--- src/rtl/wo_pkg.sv ---
// Shared types for the wave-ordered request sequencer.
// Assumes: request kinds are carried as a 2-bit code on the fabric side.
package wo_pkg;
    typedef enum logic [1:0] {
        OP_LOAD  = 2'd0,
        OP_STORE = 2'd1,
        OP_NOP   = 2'd2,
        OP_RSVD  = 2'd3
    } op_kind_e;

    // Kinds that take part in ordering but never touch memory
    function automatic logic is_silent(input logic [1:0] k);
        return (k == OP_NOP) || (k == OP_RSVD);
    endfunction
endpackage

--- src/rtl/wo_order_ctrl.sv ---
// Ordering state: expected wave and the link of the last retired operation.
// Assumes: at most one retirement per cycle; wave numbers wrap modulo 2**WAVE_W.
module wo_order_ctrl #(
    parameter int WAVE_W = 4,
    parameter int SEQ_W  = 6
) (
    input  logic              clk,
    input  logic              rst_n,
    input  logic              retire,
    input  logic [SEQ_W-1:0]  ret_seq,
    input  logic [SEQ_W-1:0]  ret_succ,
    input  logic              ret_succ_known,
    input  logic              ret_last,
    output logic [WAVE_W-1:0] cur_wave,
    output logic              have_prev,
    output logic [SEQ_W-1:0]  prev_seq,
    output logic [SEQ_W-1:0]  prev_succ,
    output logic              prev_succ_known
);
    // Record the retired link, or open the next wave after its last operation
    always_ff @(posedge clk) begin
        if (!rst_n) begin
            cur_wave        <= '0;
            have_prev       <= 1'b0;
            prev_seq        <= '0;
            prev_succ       <= '0;
            prev_succ_known <= 1'b0;
        end else if (retire) begin
            if (ret_last) begin
                cur_wave  <= cur_wave + 1'b1;
                have_prev <= 1'b0;
            end else begin
                have_prev <= 1'b1;
            end
            prev_seq        <= ret_seq;
            prev_succ       <= ret_succ;
            prev_succ_known <= ret_succ_known;
        end
    end
endmodule

--- src/rtl/wo_req_buffer.sv ---
// Pending-request store with a per-entry link match against the ordering state.
// Assumes: links within a wave are unique, so at most one entry matches;
// the lowest index is taken if several do.
module wo_req_buffer #(
    parameter int DEPTH  = 16,
    parameter int WAVE_W = 4,
    parameter int SEQ_W  = 6,
    parameter int ADDR_W = 16,
    parameter int DATA_W = 32,
    localparam int IDX_W = (DEPTH > 1) ? $clog2(DEPTH) : 1
) (
    input  logic              clk,
    input  logic              rst_n,
    input  logic              wr_en,
    input  logic [1:0]        wr_kind,
    input  logic [WAVE_W-1:0] wr_wave,
    input  logic [SEQ_W-1:0]  wr_seq,
    input  logic [SEQ_W-1:0]  wr_pred,
    input  logic              wr_pred_known,
    input  logic [SEQ_W-1:0]  wr_succ,
    input  logic              wr_succ_known,
    input  logic              wr_last,
    input  logic [ADDR_W-1:0] wr_addr,
    input  logic [DATA_W-1:0] wr_data,
    input  logic              take,
    input  logic [WAVE_W-1:0] cur_wave,
    input  logic              have_prev,
    input  logic [SEQ_W-1:0]  prev_seq,
    input  logic [SEQ_W-1:0]  prev_succ,
    input  logic              prev_succ_known,
    output logic              full,
    output logic              hit,
    output logic [1:0]        hit_kind,
    output logic [SEQ_W-1:0]  hit_seq,
    output logic [SEQ_W-1:0]  hit_succ,
    output logic              hit_succ_known,
    output logic              hit_last,
    output logic [ADDR_W-1:0] hit_addr,
    output logic [DATA_W-1:0] hit_data,
    output logic [WAVE_W-1:0] hit_wave
);
    logic [DEPTH-1:0]  vld;
    logic [DEPTH-1:0]  match;
    logic [1:0]        e_kind [DEPTH];
    logic [WAVE_W-1:0] e_wave [DEPTH];
    logic [SEQ_W-1:0]  e_seq  [DEPTH];
    logic [SEQ_W-1:0]  e_pred [DEPTH];
    logic              e_pk   [DEPTH];
    logic [SEQ_W-1:0]  e_succ [DEPTH];
    logic              e_sk   [DEPTH];
    logic              e_last [DEPTH];
    logic [ADDR_W-1:0] e_addr [DEPTH];
    logic [DATA_W-1:0] e_data [DEPTH];
    logic [IDX_W-1:0]  free_idx;
    logic [IDX_W-1:0]  hit_idx;

    assign full = &vld;
    assign hit  = |match;

    // One link comparator per entry
    for (genvar i = 0; i < DEPTH; i++) begin : g_match
        logic follows;
        always_comb begin
            if (!have_prev)
                follows = (e_seq[i] == '0);
            else if (prev_succ_known)
                follows = (e_seq[i] == prev_succ);
            else
                follows = e_pk[i] && (e_pred[i] == prev_seq);
            match[i] = vld[i] && (e_wave[i] == cur_wave) && follows;
        end
    end

    // Lowest free slot for the next write
    always_comb begin
        free_idx = '0;
        for (int i = DEPTH - 1; i >= 0; i--)
            if (!vld[i]) free_idx = IDX_W'(i);
    end

    // Lowest matching slot for the next retirement
    always_comb begin
        hit_idx = '0;
        for (int i = DEPTH - 1; i >= 0; i--)
            if (match[i]) hit_idx = IDX_W'(i);
    end

    assign hit_kind       = e_kind[hit_idx];
    assign hit_wave       = e_wave[hit_idx];
    assign hit_seq        = e_seq[hit_idx];
    assign hit_succ       = e_succ[hit_idx];
    assign hit_succ_known = e_sk[hit_idx];
    assign hit_last       = e_last[hit_idx];
    assign hit_addr       = e_addr[hit_idx];
    assign hit_data       = e_data[hit_idx];

    // Occupancy: set on write, clear on retirement
    always_ff @(posedge clk) begin
        if (!rst_n) begin
            vld <= '0;
        end else begin
            if (take && hit) vld[hit_idx] <= 1'b0;
            if (wr_en && !full) vld[free_idx] <= 1'b1;
        end
    end

    // Entry payload capture
    always_ff @(posedge clk) begin
        if (wr_en && !full) begin
            e_kind[free_idx] <= wr_kind;
            e_wave[free_idx] <= wr_wave;
            e_seq[free_idx]  <= wr_seq;
            e_pred[free_idx] <= wr_pred;
            e_pk[free_idx]   <= wr_pred_known;
            e_succ[free_idx] <= wr_succ;
            e_sk[free_idx]   <= wr_succ_known;
            e_last[free_idx] <= wr_last;
            e_addr[free_idx] <= wr_addr;
            e_data[free_idx] <= wr_data;
        end
    end
endmodule

--- src/rtl/wo_tag_fifo.sv ---
// In-order queue of wave/sequence tags for loads awaiting data.
// Assumes: DEPTH is a power of two; pop is never asked of an empty queue.
module wo_tag_fifo #(
    parameter int DEPTH = 4,
    parameter int W     = 10,
    localparam int PW   = (DEPTH > 1) ? $clog2(DEPTH) : 1
) (
    input  logic         clk,
    input  logic         rst_n,
    input  logic         push,
    input  logic [W-1:0] din,
    input  logic         pop,
    output logic [W-1:0] dout,
    output logic         full,
    output logic [PW:0]  count
);
    logic [W-1:0]  mem [DEPTH];
    logic [PW-1:0] wp;
    logic [PW-1:0] rp;

    assign full = (count == (PW+1)'(DEPTH));
    assign dout = mem[rp];

    // Pointer and fill-level upkeep
    always_ff @(posedge clk) begin
        if (!rst_n) begin
            wp    <= '0;
            rp    <= '0;
            count <= '0;
        end else begin
            if (push) wp <= wp + 1'b1;
            if (pop)  rp <= rp + 1'b1;
            count <= count + (PW+1)'(push) - (PW+1)'(pop);
        end
    end

    // Tag storage write
    always_ff @(posedge clk) begin
        if (push) mem[wp] <= din;
    end
endmodule

--- src/rtl/wave_order_seq.sv ---
// Top: buffers out-of-order memory requests and issues them in wave order.
// Assumes: the memory answers loads in issue order; responses cannot be stalled.
module wave_order_seq #(
    parameter int DEPTH     = 16,
    parameter int TAG_DEPTH = 4,
    parameter int WAVE_W    = 4,
    parameter int SEQ_W     = 6,
    parameter int ADDR_W    = 16,
    parameter int DATA_W    = 32
) (
    input  logic              clk,
    input  logic              rst_n,
    input  logic              req_valid,
    output logic              req_ready,
    input  logic [1:0]        req_kind,
    input  logic [WAVE_W-1:0] req_wave,
    input  logic [SEQ_W-1:0]  req_seq,
    input  logic [SEQ_W-1:0]  req_pred,
    input  logic              req_pred_known,
    input  logic [SEQ_W-1:0]  req_succ,
    input  logic              req_succ_known,
    input  logic              req_last,
    input  logic [ADDR_W-1:0] req_addr,
    input  logic [DATA_W-1:0] req_wdata,
    output logic              mem_valid,
    input  logic              mem_ready,
    output logic              mem_we,
    output logic [ADDR_W-1:0] mem_addr,
    output logic [DATA_W-1:0] mem_wdata,
    input  logic              mem_rsp_valid,
    input  logic [DATA_W-1:0] mem_rsp_data,
    output logic              ld_rsp_valid,
    output logic [DATA_W-1:0] ld_rsp_data,
    output logic [WAVE_W-1:0] ld_rsp_wave,
    output logic [SEQ_W-1:0]  ld_rsp_seq
);
    import wo_pkg::*;

    localparam int TAG_W  = WAVE_W + SEQ_W;
    localparam int TCNT_W = ((TAG_DEPTH > 1) ? $clog2(TAG_DEPTH) : 1) + 1;

    logic              buf_full, hit, hit_succ_known, hit_last;
    logic [1:0]        hit_kind;
    logic [WAVE_W-1:0] hit_wave;
    logic [SEQ_W-1:0]  hit_seq, hit_succ;
    logic [ADDR_W-1:0] hit_addr;
    logic [DATA_W-1:0] hit_data;
    logic [WAVE_W-1:0] cur_wave;
    logic              have_prev, prev_succ_known;
    logic [SEQ_W-1:0]  prev_seq, prev_succ;

    logic              out_valid;
    logic [1:0]        out_kind;
    logic [WAVE_W-1:0] out_wave;
    logic [SEQ_W-1:0]  out_seq;
    logic [ADDR_W-1:0] out_addr;
    logic [DATA_W-1:0] out_data;

    logic              tag_full;
    logic [TCNT_W-1:0] tag_count;
    logic [TAG_W-1:0]  tag_out;
    logic              mem_fire, out_free, retire, load_out, silent_hit;

    assign req_ready  = !buf_full;
    assign silent_hit = hit && is_silent(hit_kind);
    assign mem_valid  = out_valid && !((out_kind == OP_LOAD) && tag_full);
    assign mem_fire   = mem_valid && mem_ready;
    assign out_free   = !out_valid || mem_fire;
    assign load_out   = hit && !silent_hit && out_free;
    assign retire     = silent_hit || load_out;

    assign mem_we    = (out_kind == OP_STORE);
    assign mem_addr  = out_addr;
    assign mem_wdata = out_data;

    assign ld_rsp_valid = mem_rsp_valid;
    assign ld_rsp_data  = mem_rsp_data;
    assign ld_rsp_wave  = tag_out[TAG_W-1:SEQ_W];
    assign ld_rsp_seq   = tag_out[SEQ_W-1:0];

    wo_req_buffer #(
        .DEPTH(DEPTH), .WAVE_W(WAVE_W), .SEQ_W(SEQ_W),
        .ADDR_W(ADDR_W), .DATA_W(DATA_W)
    ) buf_i (
        .clk(clk), .rst_n(rst_n),
        .wr_en(req_valid), .wr_kind(req_kind), .wr_wave(req_wave),
        .wr_seq(req_seq), .wr_pred(req_pred), .wr_pred_known(req_pred_known),
        .wr_succ(req_succ), .wr_succ_known(req_succ_known), .wr_last(req_last),
        .wr_addr(req_addr), .wr_data(req_wdata),
        .take(retire),
        .cur_wave(cur_wave), .have_prev(have_prev), .prev_seq(prev_seq),
        .prev_succ(prev_succ), .prev_succ_known(prev_succ_known),
        .full(buf_full), .hit(hit), .hit_kind(hit_kind), .hit_seq(hit_seq),
        .hit_succ(hit_succ), .hit_succ_known(hit_succ_known), .hit_last(hit_last),
        .hit_addr(hit_addr), .hit_data(hit_data), .hit_wave(hit_wave)
    );

    wo_order_ctrl #(.WAVE_W(WAVE_W), .SEQ_W(SEQ_W)) ord_i (
        .clk(clk), .rst_n(rst_n),
        .retire(retire), .ret_seq(hit_seq), .ret_succ(hit_succ),
        .ret_succ_known(hit_succ_known), .ret_last(hit_last),
        .cur_wave(cur_wave), .have_prev(have_prev), .prev_seq(prev_seq),
        .prev_succ(prev_succ), .prev_succ_known(prev_succ_known)
    );

    wo_tag_fifo #(.DEPTH(TAG_DEPTH), .W(TAG_W)) tag_i (
        .clk(clk), .rst_n(rst_n),
        .push(mem_fire && (out_kind == OP_LOAD)),
        .din({out_wave, out_seq}),
        .pop(mem_rsp_valid),
        .dout(tag_out), .full(tag_full), .count(tag_count)
    );

    // Output register: holds the issued request until the memory accepts it
    always_ff @(posedge clk) begin
        if (!rst_n) begin
            out_valid <= 1'b0;
            out_kind  <= OP_NOP;
            out_wave  <= '0;
            out_seq   <= '0;
            out_addr  <= '0;
            out_data  <= '0;
        end else if (load_out) begin
            out_valid <= 1'b1;
            out_kind  <= hit_kind;
            out_wave  <= hit_wave;
            out_seq   <= hit_seq;
            out_addr  <= hit_addr;
            out_data  <= hit_data;
        end else if (mem_fire) begin
            out_valid <= 1'b0;
        end
    end
endmodule

--- config.mk ---
export PLATFORM = sky130hd
export DESIGN_NAME = wave_order_seq
export DESIGN_NICKNAME = d
export VERILOG_FILES = /design/src/rtl/wo_pkg.sv /design/src/rtl/wo_order_ctrl.sv /design/src/rtl/wo_req_buffer.sv /design/src/rtl/wo_tag_fifo.sv /design/src/rtl/wave_order_seq.sv
export SDC_FILE = /design/constraint.sdc
export NUM_CORES = 2
export LEC_CHECK = 0
export BUFFER_PORTS_ARGS = -buffer_cell sky130_fd_sc_hd__buf_2
export CAP_MARGIN = 5
export CORE_MARGIN = 2
export CORE_UTILIZATION = 50
export DETAILED_ROUTE_END_ITERATION = 7
export HOLD_SLACK_MARGIN = 0.05
export PLACE_DENSITY = 0.71
export REMOVE_ABC_BUFFERS = 1
export SLEW_MARGIN = 5
export SYNTH_ARGS = -nofsm -noshare
export SYNTH_HDL_FRONTEND = slang
export SYNTH_SLANG_ARGS = --single-unit
export TNS_END_PERCENT = 50
--- constraint.sdc ---
create_clock -name clk -period 4.8 [get_ports clk]
set_input_delay 0.96 -clock clk [delete_from_list [all_inputs] [get_ports clk]]
set_output_delay 0.96 -clock clk [all_outputs]
set_load 0.03 [all_outputs]
==> reports/results.ini <==
[synth]
ys.flop_type=edfxtp_1
synth-simple-area-share_pct=4.790
async_flop_share_pct=0
ys_ff_latch=1344
yosysTopAreaCell=edfxtp_1
synth_warnings=0
ys_seq_area_share_pct=73.10
synth_top_area_share_pct=69.23
synth_top_family_by_area=compound AO/OA/AOI/OAI gates
post_synth_num_cell_types=82
synth_edf_count=1240
synthAdderAreaFrac_pct=0.2001
postSynthCellCount=3329
synth_xor_area_share_pct=4.250
synthTopCellsByArea=edfxtp_1 69%, mux2i_1 4.5%, dfxtp_1 3.9%
synthMuxAreaShare_pct=5.593
synth_compound_gate_area_share_pct=9.550
avgSynthCellArea_um2=16.16
netlist_area_um2=53780

[die]
initial_utilization_pct=50.31
die_x_um=332.0
row_count=120
die-height_um=332.0
core_area_um2=106900
io_pins=206
die_area_um2=110200

[critical_path]
worstSetupEndpointType=register
required_ns=5.47
cp-start-kind=register
crit_arrival_ns=5.33
cp_max_fo=30
critPathKind=register to register
regToRegSetupSlack_ns=0.14

[timing]
finalHoldViolCount=0
skew_ns=0.03930
maxSlewViolCount=0
maxSlewHeadroom_pct=23.04
fmax_mhz=214.7
finalCritPeriodShare_pct=97.05
setup_viol_count_final=0
setup_slack_ns=0.1416
rsz0062_at_grt=false
tightest_slew_ns=1.154
finalCriticalPeriod_ns=4.658

[route]
postRouteWirelength_um=140100
drc_errors=0
drtIter0Drc=3403
vias=31720
vias_per_cell=6.295
ant_nets=0
drt_pass1_iterations=6
wl_per_cell_um=27.80

[placement]
io_buffers=141
dp_worst_setup_slack_ns=0.02560
post-dp-hpwl_um=78850
place_congestion=0.9456
place_inst=4791
post_dp_cell_area_um2=57030

[min_path]
min-delay-path-class=register to register

[global_route]
grt_pass1_wl_um=205600
antenna_found_initial=15
overflow=0
track_usage_pct=25.06
grt_pass1_vias=31220
grt_start_max_net_pins=111

[final_layout]
nets=3645
fin_cells=5039
drive_gt1_share_pct=17.09
post-route-cell-area_um2=61400
area_growth_pct=14.17

[clock_network]
cts.htree.levels=4
path_clk_slew_ns=0.06
clkLatencyLatePin_ns=0.76
clock_path_buffers=3
cts_sinks=1344
cts-root-buf=clkbuf_16
cts_tree=yes
numCtsBuffers=135

[pwr]
powerDensity_nw_per_um2=383.7
vdd.ir_drop.worst_mv=0.3781
p_leak_nw=21.78

[outcome]
status=complete, no violations

[job]
drv_cap=0

[cell usage after synthesis, types with 6 or more instances]
cell type / instances
a22oi_1: 24
edfxtp_1: 1240
nand3_1: 35
a221oi_1: 210
mux4_2: 14
o211ai_1: 7
a31oi_1: 18
nor4_1: 23
mux2i_1: 242
a21oi_1: 42
buf_1: 16
o22ai_1: 55
a221o_1: 6
mux2_1: 6
xor2_1: 158
a21boi_0: 8
ha_1: 7
a311o_1: 16
xnor2_1: 103
clkbuf_1: 107
nor3_1: 41
dfxtp_1: 104
a311oi_1: 9
a22o_1: 12
and2_1: 9
or4_1: 16
nor3b_1: 20
a222oi_1: 9
buf_6: 12
buf_2: 66
inv_1: 20
nand4_1: 42
o21ai_0: 25
o221a_1: 16
buf_4: 46
nor2_1: 279
nand2b_1: 6
mux2_2: 18
nand2_1: 63
o221a_2: 36
o221ai_1: 55
a211oi_1: 13
[cells by family (layout without fill, tap and decap cells)]
logic type,after synthesis,in the layout
other,0,3
AOI/OAI and AO/OA,617,617
buffers and inverters,268,572
xor gates and xnor gates,261,261
DFF,1344,1344
muxes,280,280
adders and majority gates,8,8
and+or+nand+nor,551,551
[worst max-delay path, stage by stage, from the launching register on]
cell and delay [ns]:
edfxtp_1 0.46, nor4_1 0.69, a21oi_1 0.21, nor4_1 0.45, buf_4 0.20, o21a_1 0.21
nor4_2 0.09, nand2_1 0.10, or3_4 0.16, buf_4 0.49, o22ai_1 0.15, o21a_1 0.20
a2111oi_2 0.52, buf_4 0.22, and3_1 0.23, mux2i_1 0.20
[layout by cell type, fill, tap and decap left out, types with 16 or more instances in the layout]
master     instances
nor4_1            23
o221ai_1          55
clkinv_2          20
buf_12            46
o221a_1           16
nand4_1           42
dfxtp_1          103
mux2_2            18
o221a_2           36
or4_1             16
nor2_4            17
nor3_1            40
nor2_1           262
xor2_1           158
clkbuf_1          33
nand3_1           34
edfxtp_1        1240
nor3b_1           19
a221oi_1         210
xnor2_1          103
nand2_1           62
clkbuf_8          19
buf_4            120
clkbuf_16        136
a22oi_1           24
mux2i_1          242
a21oi_1           42
a311o_1           16
a31oi_1           16
buf_2            140
o21ai_0           25
o22ai_1           55
inv_1             20
[per-stage QoR]
step / hold WS [ns] / setup TNS, ns / power [W] / util (%)
finish: 0.4828 / 0 / 0.02356 / 57.44
global route: 0.5037 / 0 / 0.02413 / 57.43
CTS: 0.4842 / 0 / 0.02368 / 57.42
detailed placement: 0.4757 / 0 / 0.01355 / 53.35
global placement: 0.4714 / 0 / 0.01353 / 53.35
floorplan: 0.4492 / -1105.22 / 0.01329 / -
[registers in the layout (all words and copies together) (netlist names), 3 cells and up, named ones only]
name,cells
mem_addr,16
buf_i.e_addr,256
buf_i.e_last,16
buf_i.e_sk,16
mem_wdata,32
out_wave,4
tag_i.count,3
ord_i.prev_seq,6
buf_i.e_wave,64
ord_i.cur_wave,4
buf_i.e_kind,32
buf_i.e_data,512
buf_i.e_pk,16
tag_i.mem,40
ord_i.prev_succ,6
buf_i.vld,16
buf_i.e_pred,96
out_seq,6
buf_i.e_seq,96
buf_i.e_succ,96
[path summary, 6_finish.rpt]
path | startpoint | endpoint | depth (start not counted)
worst max-delay path | buf_i.e_seq[3][1] | ord_i.cur_wave[1] | 15
worst min-delay path | out_kind[1] | out_kind[1] | 2
worst max register to register | buf_i.e_seq[3][1] | ord_i.cur_wave[1] | 15
worst min register to register | out_kind[1] | out_kind[1] | 2
[area by class of cell]
type	count	area (um^2)
antenna	3	7.507
clock buffer	188	3789
fill	8044	45500
timing repair buffer	306	2522
multi-input combinational	1717	13370
sequential	1344	39320
tap	1403	1755
inverter	21	78.83
clock inverter	57	558.0
[power breakdown]
group / internal, W / switching, W / total, W
registers: 0.0129 / 0.0000385 / 0.0129
clock network: 0.00583 / 0.00443 / 0.0103
logic: 0.000107 / 0.000296 / 0.000403
[metal layers]
layer / routed length, um / track usage (%)
met5: 141 / 0.1303
met4: 4816 / 9.342
met3: 11790 / 4.636
met2: 67340 / 40.47
met1: 56010 / 34.05
[timing repair]
item / in CTS / in global routing
resized for setup: 1 / 4
hold buffers: 0 / 0
hold endpoints to repair: 0 / 0
setup endpoints to repair: 1 / 12
buffers inserted: 0 / 0
No activity file was read; power rests on OpenSTA's default activity.
